--- config.mk ---
export PLATFORM = sky130hd
export DESIGN_NAME = acc_alu
export DESIGN_NICKNAME = d
export VERILOG_FILES = /design/src/rtl/acc_alu_pkg.sv /design/src/rtl/acc_alu_addsub.sv /design/src/rtl/acc_alu_logic.sv /design/src/rtl/acc_alu_flags.sv /design/src/rtl/acc_alu.sv
export SDC_FILE = /design/constraint.sdc
export NUM_CORES = 1
export LEC_CHECK = 0
export ABC_AREA = 1
export BUFFER_PORTS_ARGS = -buffer_cell sky130_fd_sc_hd__buf_2
export CAP_MARGIN = 40
export CORE_UTILIZATION = 57
export DETAILED_ROUTE_END_ITERATION = 10
export MAX_ROUTING_LAYER = met4
export PLACE_DENSITY_LB_ADDON = 0.08
export SYNTH_ARGS = -nofsm -noshare
export SYNTH_HDL_FRONTEND = slang
export SYNTH_SLANG_ARGS = --single-unit
export TNS_END_PERCENT = 5
--- constraint.sdc ---
create_clock -name clk -period 8.4 [get_ports clk]
set_clock_uncertainty 0.05 [all_clocks]
set_input_delay 0.84 -clock clk [delete_from_list [all_inputs] [get_ports clk]]
set_output_delay 0.84 -clock clk [all_outputs]
set_load 0.01 [all_outputs]
--- src/rtl/acc_alu_pkg.sv ---
package acc_alu_pkg;

    localparam int STAT_W = 8;
    localparam int FLG_C  = 0;
    localparam int FLG_DC = 1;
    localparam int FLG_Z  = 2;
    localparam int FLG_OV = 3;
    localparam int FLG_N  = 4;

    typedef enum logic [3:0] {
        OP_ADD  = 4'd0,
        OP_ADDC = 4'd1,
        OP_SUB  = 4'd2,
        OP_SUBB = 4'd3,
        OP_AND  = 4'd4,
        OP_OR   = 4'd5,
        OP_XOR  = 4'd6,
        OP_INC  = 4'd7,
        OP_DEC  = 4'd8
    } alu_op_e;

    typedef enum logic [1:0] {
        LG_AND = 2'd0,
        LG_OR  = 2'd1,
        LG_XOR = 2'd2
    } logic_mode_e;

endpackage

--- src/rtl/acc_alu_addsub.sv ---
module acc_alu_addsub #(
    parameter int W = 8
) (
    input  logic [W-1:0] a,
    input  logic [W-1:0] b,
    input  logic         sub,
    input  logic         cin,
    output logic [W-1:0] sum,
    output logic         cout,
    output logic         half_cout,
    output logic         ovf
);
    localparam int H  = W / 2;
    localparam int HU = W - H;

    logic [W-1:0] b_eff;
    logic [H:0]   lo_sum;
    logic [HU:0]  hi_sum;

    // Subtraction is a + ~b + cin, so carry outputs mean "no borrow".
    always_comb begin
        b_eff     = sub ? ~b : b;
        lo_sum    = {1'b0, a[H-1:0]} + {1'b0, b_eff[H-1:0]} + {{H{1'b0}}, cin};
        half_cout = lo_sum[H];
        hi_sum    = {1'b0, a[W-1:H]} + {1'b0, b_eff[W-1:H]} + {{HU{1'b0}}, half_cout};
        cout      = hi_sum[HU];
        sum       = {hi_sum[HU-1:0], lo_sum[H-1:0]};
        ovf       = (a[W-1] == b_eff[W-1]) && (sum[W-1] != a[W-1]);
    end
endmodule

--- src/rtl/acc_alu_logic.sv ---
module acc_alu_logic #(
    parameter int W = 8
) (
    input  logic [W-1:0] a,
    input  logic [W-1:0] b,
    input  logic [1:0]   mode,
    output logic [W-1:0] y
);
    import acc_alu_pkg::*;

    for (genvar i = 0; i < W; i++) begin : g_bit
        assign y[i] = (mode == LG_AND) ? (a[i] & b[i]) :
                      (mode == LG_OR)  ? (a[i] | b[i]) :
                                         (a[i] ^ b[i]);
    end
endmodule

--- src/rtl/acc_alu_flags.sv ---
module acc_alu_flags #(
    parameter int W = 8
) (
    input  logic [W-1:0]                  res,
    input  logic                          cout,
    input  logic                          half_cout,
    input  logic                          ovf,
    input  logic                          arith,
    input  logic [acc_alu_pkg::STAT_W-1:0] st_in,
    output logic [acc_alu_pkg::STAT_W-1:0] st_out
);
    import acc_alu_pkg::*;

    always_comb begin
        st_out         = '0;
        st_out[FLG_Z]  = (res == '0);
        st_out[FLG_N]  = res[W-1];
        if (arith) begin
            st_out[FLG_C]  = cout;
            st_out[FLG_DC] = half_cout;
            st_out[FLG_OV] = ovf;
        end else begin
            st_out[FLG_C]  = st_in[FLG_C];
            st_out[FLG_DC] = st_in[FLG_DC];
            st_out[FLG_OV] = st_in[FLG_OV];
        end
    end
endmodule

--- src/rtl/acc_alu.sv ---
module acc_alu #(
    parameter int W = 8
) (
    input  logic                           clk,
    input  logic                           rst_n,
    input  logic                           op_valid,
    input  logic [3:0]                     op_code,
    input  logic [W-1:0]                   work_in,
    input  logic [W-1:0]                   file_in,
    input  logic [W-1:0]                   lit_in,
    input  logic                           use_lit,
    input  logic                           dest_sel,
    output logic [W-1:0]                   result,
    output logic                           wr_work,
    output logic                           wr_file,
    output logic [acc_alu_pkg::STAT_W-1:0] status
);
    import acc_alu_pkg::*;

    typedef struct packed {
        logic [W-1:0]      res;
        logic              wr_w;
        logic              wr_f;
        logic [STAT_W-1:0] st;
    } alu_state_t;

    alu_state_t cur_q, nxt_d;

    alu_op_e      op;
    logic [W-1:0] opb;
    logic [W-1:0] add_a, add_b, add_sum, lg_y, res_sel;
    logic         add_sub, add_cin, add_co, add_hco, add_ov;
    logic         arith, legal;
    logic [1:0]   lg_mode;
    logic [STAT_W-1:0] st_new;

    assign op  = alu_op_e'(op_code);
    assign opb = use_lit ? lit_in : file_in;

    // Operation decode: steer the shared adder and pick the result source.
    always_comb begin
        add_a   = work_in;
        add_b   = opb;
        add_sub = 1'b0;
        add_cin = 1'b0;
        arith   = 1'b1;
        legal   = 1'b1;
        lg_mode = LG_AND;
        case (op)
            OP_ADD:  ;
            OP_ADDC: add_cin = cur_q.st[FLG_C];
            OP_SUB: begin
                add_sub = 1'b1;
                add_cin = 1'b1;
            end
            OP_SUBB: begin
                add_sub = 1'b1;
                add_cin = cur_q.st[FLG_C];
            end
            OP_AND: begin
                arith   = 1'b0;
                lg_mode = LG_AND;
            end
            OP_OR: begin
                arith   = 1'b0;
                lg_mode = LG_OR;
            end
            OP_XOR: begin
                arith   = 1'b0;
                lg_mode = LG_XOR;
            end
            OP_INC: begin
                add_a   = opb;
                add_b   = '0;
                add_cin = 1'b1;
            end
            OP_DEC: begin
                add_a   = opb;
                add_b   = '0;
                add_sub = 1'b1;
            end
            default: begin
                legal = 1'b0;
                arith = 1'b0;
            end
        endcase
    end

    acc_alu_addsub #(.W(W)) u_addsub (
        .a         (add_a),
        .b         (add_b),
        .sub       (add_sub),
        .cin       (add_cin),
        .sum       (add_sum),
        .cout      (add_co),
        .half_cout (add_hco),
        .ovf       (add_ov)
    );

    acc_alu_logic #(.W(W)) u_logic (
        .a    (work_in),
        .b    (opb),
        .mode (lg_mode),
        .y    (lg_y)
    );

    assign res_sel = arith ? add_sum : lg_y;

    acc_alu_flags #(.W(W)) u_flags (
        .res       (res_sel),
        .cout      (add_co),
        .half_cout (add_hco),
        .ovf       (add_ov),
        .arith     (arith),
        .st_in     (cur_q.st),
        .st_out    (st_new)
    );

    always_comb begin
        nxt_d      = cur_q;
        nxt_d.wr_w = 1'b0;
        nxt_d.wr_f = 1'b0;
        if (op_valid && legal) begin
            nxt_d.res  = res_sel;
            nxt_d.st   = st_new;
            nxt_d.wr_w = !dest_sel;
            nxt_d.wr_f = dest_sel;
        end
    end

    always_ff @(posedge clk or negedge rst_n) begin
        if (!rst_n) begin
            cur_q <= '0;
        end else begin
            cur_q <= nxt_d;
        end
    end

    assign result  = cur_q.res;
    assign wr_work = cur_q.wr_w;
    assign wr_file = cur_q.wr_f;
    assign status  = cur_q.st;
endmodule

Yosys cells after proc, flatten, opt, wreduce, memory -nomap -nowiden --
Index checks and enable logic that the tools add are counted.
Cells by class: add/subtract/negate cells 4, reduce and logical (&&, ||, !) cells 13, bitwise operators 25, equal/unequal tests 11, mux-type cells 29
Operators by type and width (number):
- 8-bit two-way mux | 5
- 1-bit two-way mux | 20
- 4-bit by 3-bit equality test with 1-bit output (second input constant) | 4
- 4-bit by 4-bit adder with 5-bit output | 2
- 5-bit by 1-bit adder with 5-bit output | 2
- 10-bit two-way mux | 1
- 9-bit OR reduction | 1
- 1-bit AND | 8
- 4-bit by 2-bit equality test with 1-bit output (second input constant) | 2
- 8-bit zero test | 1
- 8-bit inverter | 1
- 1-bit OR | 8
- 1-bit bitwise XOR | 8
- 2-bit OR reduction | 3
- 6-bit OR reduction | 1
- 4-bit by 1-bit equality test with 1-bit output (second input constant) | 1
- 4-bit equality test (second input constant) | 1
- 4-bit zero test | 1
- 2-bit case mux with 2 select lines | 1
- 3-bit OR reduction | 1
- 2-bit by 1-bit equality test with 1-bit output (second input constant) | 1
- 1-bit logical AND | 2
- 2-bit zero test | 1
- 2-bit two-way mux | 1
- 5 further kinds | 5
Storage, ports and cells: input bits 33, bits in registers 15, output and inout port bits 18, word-level logic and storage cells 87

Longest topological paths before layout --
depth after elaboration 12, mapped depth 25

Modules after synthesis --
Synthesis repeated with hierarchy kept, for this count alone.
Second synthesis, totals: cell total of the unflattened synthesis 338, area total of the unflattened synthesis 2318.5 µm²
By module, submodules not included:
- acc_alu | cells each 197, area each 1288.7 µm², seq. area each 450.4 µm², times used 1
- acc_alu_logic | cells each 68, area each 506.7 µm², seq. area each 0.0 µm², times used 1
- acc_alu_addsub | cells each 52, area each 425.4 µm², seq. area each 0.0 µm², times used 1
- acc_alu_flags | cells each 21, area each 97.6 µm², seq. area each 0.0 µm², times used 1

Worst setup path after synthesis --
OpenSTA, ideal clock, no wires.
path type input -> register, start in op_code[0], end reg cur_q (netlist bit status[2]), slack 4.328 ns, required time 8.285 ns, library setup time 0.065 ns, stages on the path 22, arrival 3.957 ns, cells stage by stage inv_1 > nand2_1 > nor2_1 > nand2_1 > nand2_1 > clkbuf_1 > o21ai_0 > fa_1 > inv_1 > fa_1 > nand2_1 > nand2_1 > a21oi_1 > fa_1 > inv_1 > fa_1 > or2_0 > nand2_1 > nand2_1 > nor2_1 > nand3_1 > nand2_1
Between the ends: cells in the longest elaborated chain, start to end 10
RTL lines:
- start, declared | RTL line acc_alu.sv:7 | input logic [3:0] op_code,
- 4-bit equality test or 4-bit by 3-bit equality test with 1-bit output (tied branches) | RTL line acc_alu.sv:49 | case (op)
- 2-bit OR reduction (no line)
- 8-bit two-way mux | RTL line acc_alu.sv:49
- 8-bit inverter | RTL line acc_alu_addsub.sv:22 | b_eff = sub ? ~b : b;
- 8-bit two-way mux | RTL line acc_alu_addsub.sv:22
- 4-bit by 4-bit adder with 5-bit output | RTL line acc_alu_addsub.sv:23 | lo_sum = {1'b0, a[H-1:0]} + {1'b0, b_eff[H-1:0]} + {{H{1'b0}}, cin};
- 5-bit by 1-bit adder with 5-bit output | RTL line acc_alu_addsub.sv:23
- 5-bit by 1-bit adder with 5-bit output | RTL line acc_alu_addsub.sv:25 | hi_sum = {1'b0, a[W-1:H]} + {1'b0, b_eff[W-1:H]} + {{HU{1'b0}}, half_cout};
- 8-bit two-way mux | RTL line acc_alu.sv:107 | assign res_sel = arith ? add_sum : lg_y;
- 8-bit zero test | RTL line acc_alu_flags.sv:16 | st_out[FLG_Z] = (res == '0);
- end signal, assigned | RTL line acc_alu.sv:135 | cur_q <= nxt_d;
- end, declared | RTL line acc_alu.sv:27 | alu_state_t cur_q, nxt_d;
Parallel ways exist; a longest one is shown, timed or not. A chain may end at the register's enable or synchronous reset.

Worst setup path after layout --
Same ends and word-level chain as after synthesis.

==> impl_metrics.py <==
metrics = {
    "clock_network": {
        "clk_latency_ns": 0.27,
        "ctsHoldBuffers": 0,
        "clkSlewWorstSetupHoldPaths_ns": 0.08,
        "postCtsSetupBuffers": 0,
        "cts_tree": "yes",
        "htree_levels": 1,
        "cts.repair.resized": 0,
        "cts_root_buf": "clkbuf_4",
        "numCtsBuffers": 3,
        "clock_path_buffers": 2,
        "cts.sinks": 14,
    },
    "floorplan": {
        "die_area_um2": 3330,
        "rows": 19,
        "initial_utilization_pct": 62.0,
        "ios": 51,
        "die_h_um": 57.7,
        "core_um2": 2850,
        "die_x_um": 57.7,
    },
    "placed_design": {
        "placed_cells": 345,
        "routabilityCongestion": 0.981,
        "place_ws_ns": 3.71,
        "numPortBuffers": 47,
        "place_hpwl_um": 3250,
    },
    "timing": {
        "setup-tns-final_ns": 0,
        "fin_ws_ns": 3.98,
        "timing.fmax_mhz": 226,
        "worst_pin_slew_ns": 0.724,
        "hold_viol": 0,
        "final.min_clock_period_ns": 4.42,
        "slew_headroom_pct": 51.5,
        "final-setup-viol-count": 0,
        "rsz0062_at_grt": "false",
        "report.final.slew_viol_count": 0,
        "period_share_pct": 52.7,
    },
    "worst_hold_path": {
        "hold_class": "in -> async",
    },
    "yosys": {
        "synth_cell_type_count": 26,
        "netlist_area_um2": 1770,
        "synth_seq_area_share_pct": 19.8,
        "syn_avg_cell_area_um2": 6.48,
        "synth-edff-count": 0,
        "yosys_warnings": 0,
        "ys_ff_latch": 14,
        "async_reset_ff_share_pct": 100,
        "synth_cells": 273,
        "synth_ff_type": "dfrtp_1",
    },
    "setup_path": {
        "worstPathArrival_ns": 4.59,
        "timing.rr.start": "status[0]",
        "worst-path-max-fanout": 24,
        "crit_start": "op_code[0]",
        "end_kind": "flop",
        "critPathLaunchType": "primary input",
        "crit_type": "in -> reg",
        "crit_required_ns": 8.57,
    },
    "final_layout": {
        "multiInputGateArea_um2": 1210,
        "n_fill_cell": 261,
        "seqCellArea_um2": 350,
        "fin_cells": 349,
        "syn2layout_area_growth_pct": 15.4,
        "n_antenna_cell": 0,
        "fin_nets": 378,
        "layout-drive-gt1-share_pct": 17.9,
    },
    "detailed_routing": {
        "vias": 1764,
        "avgViaCountPerCell": 5.05,
        "totalWireLength_um": 3950,
        "drt_iter0_drc": 83,
        "avgRoutedWirePerCell_um": 11.3,
        "dr.pass1.iters": 8,
        "drc": 6,
        "antenna_left": 0,
    },
    "grt": {
        "grt_usage_pct": 26.8,
        "grt_pass1_wl_um": 6890,
        "antenna_found_initial": 0,
        "grt_pass1_vias": 1561,
        "overflow": 0,
        "grt_max_degree": 25,
    },
    "job": {
        "cap_violations": 0,
    },
    "power_and_ir_drop": {
        "ir_drop_mv": 0.109,
        "leakage_uw": 0.00119,
        "powerDensity_nw_per_um2": 135,
    },
    "run_status": {
        "status": "finished with violations",
        "failed_checks": "design-rule violations",
    },
}
-- metal layers --
layer  global-route usage [%]  vias to the layer above  part of all wire [%]
li1                         -                      939                     -
met1                     37.0                      760                    47
met2                     43.4                       63                    46
met3                     3.79                        2                   6.6
met4                     3.40                        0                  0.25
met5                        -                        -                     0
-- critical path, stage by stage --
cell and delay (ns):
buf_2 0.13, inv_1 0.09, nand2_1 0.09, nor2_1 0.13, nand2_1 0.08, nand2_1 0.49
nor2_1 0.12, xnor2_1 0.17, fa_1 0.40, inv_1 0.09, fa_1 0.18, nand2_1 0.07
nand2_1 0.06, a21oi_1 0.09, fa_1 0.43, inv_1 0.10, fa_1 0.40, or2_0 0.22
nand2_1 0.08, nand2_1 0.05, nor2_1 0.11, nand3_1 0.09, nand2_1 0.06
-- cells in the mapped netlist (2+ instances only) --
master	number	area share (%)
a31oi_1	2	0.71
nor2_4	2	1.3
xnor2_1	2	0.99
clkbuf_1	2	0.42
o211ai_1	3	1.3
ha_1	22	16
o21ai_0	19	5.4
fa_1	4	4.5
o21ai_1	2	0.57
inv_1	44	9.3
nand3_1	19	5.4
o21a_1	2	0.85
xor2_1	7	3.5
nand2_1	68	14
a21oi_1	16	4.5
dfrtp_1	14	20
nor2_1	31	6.6
buf_4	4	1.7
buf_2	3	0.85
-- where the power goes --
group | internal, uW | leakage [uW] | switching, uW
Sequential | 80.6 | 0.000172 | 7.53
Combinational | 55.7 | 0.00100 | 84.5
Clock | 26.3 | 0.0000210 | 21.1
-- state kept, by name, summed over array words and instances (netlist names) --
name / cells
wr_work: 1
status: 4
wr_file: 1
result: 8
-- cell usage in the layout (no fill, tap or decap), types with 2 or more instances in the layout --
| master | count |
|---|---|
| o21ai_1 | 2 |
| o21a_1 | 2 |
| nand2_1 | 68 |
| ha_1 | 22 |
| a31oi_1 | 2 |
| dfrtp_1 | 14 |
| xor2_1 | 7 |
| nand3_1 | 19 |
| o211ai_1 | 3 |
| nor2_1 | 31 |
| xnor2_1 | 2 |
| inv_1 | 44 |
| clkbuf_4 | 3 |
| o21ai_0 | 19 |
| a21oi_1 | 16 |
| conb_1 | 3 |
| nor2_4 | 2 |
| fa_1 | 4 |
| buf_2 | 47 |
-- per-stage QoR --
| stage | hold WS (ns) | utilization, % | instance area [um2] | total power [uW] |
|---|---|---|---|---|
| detailed placement | 0.411 | 70.3 | 2010 | 229 |
| CTS | 0.394 | 71.6 | 2040 | 277 |
| floorplan | 0.466 | - | 1780 | 186 |
| finish | 0.394 | 71.6 | 2040 | 276 |
| global route | 0.404 | 71.6 | 2040 | 302 |
| global placement | 0.412 | 70.3 | 2010 | 226 |
-- cell families after synthesis --
group                    count (synthesis)  share of synthesized area, %
AO/OA/AOI/OAI                           44                          13.3
buffers and inverters                   53                          12.3
other                                    1                         0.212
adder cells (fa/ha/maj)                 26                          20.1
flip-flops                              14                          19.8
AND/OR/NAND/NOR                        126                          29.8
XOR/XNOR                                 9                          4.46
-- worst paths after layout --
path,slack (ns),cells past startpoint,to
min reg2reg,0.43,2,result[1]
max,3.98,23,status[2]
min,0.39,1,result[4]
max in group asynchronous,7.67,1,result[3]
min in group clk,0.43,2,result[1]
max reg2reg,5.22,18,status[2]
-- final cells by class --
cell class | count | share of cell area [%]
clock buffers | 4 | 1.78
multi-input cells | 208 | 59.2
inverters | 44 | 8.09
flip-flops and latches | 14 | 17.2
repair buffers | 48 | 11.9
well taps | 31 | 1.90
Note: power is estimated with default switching activity, not from simulation.
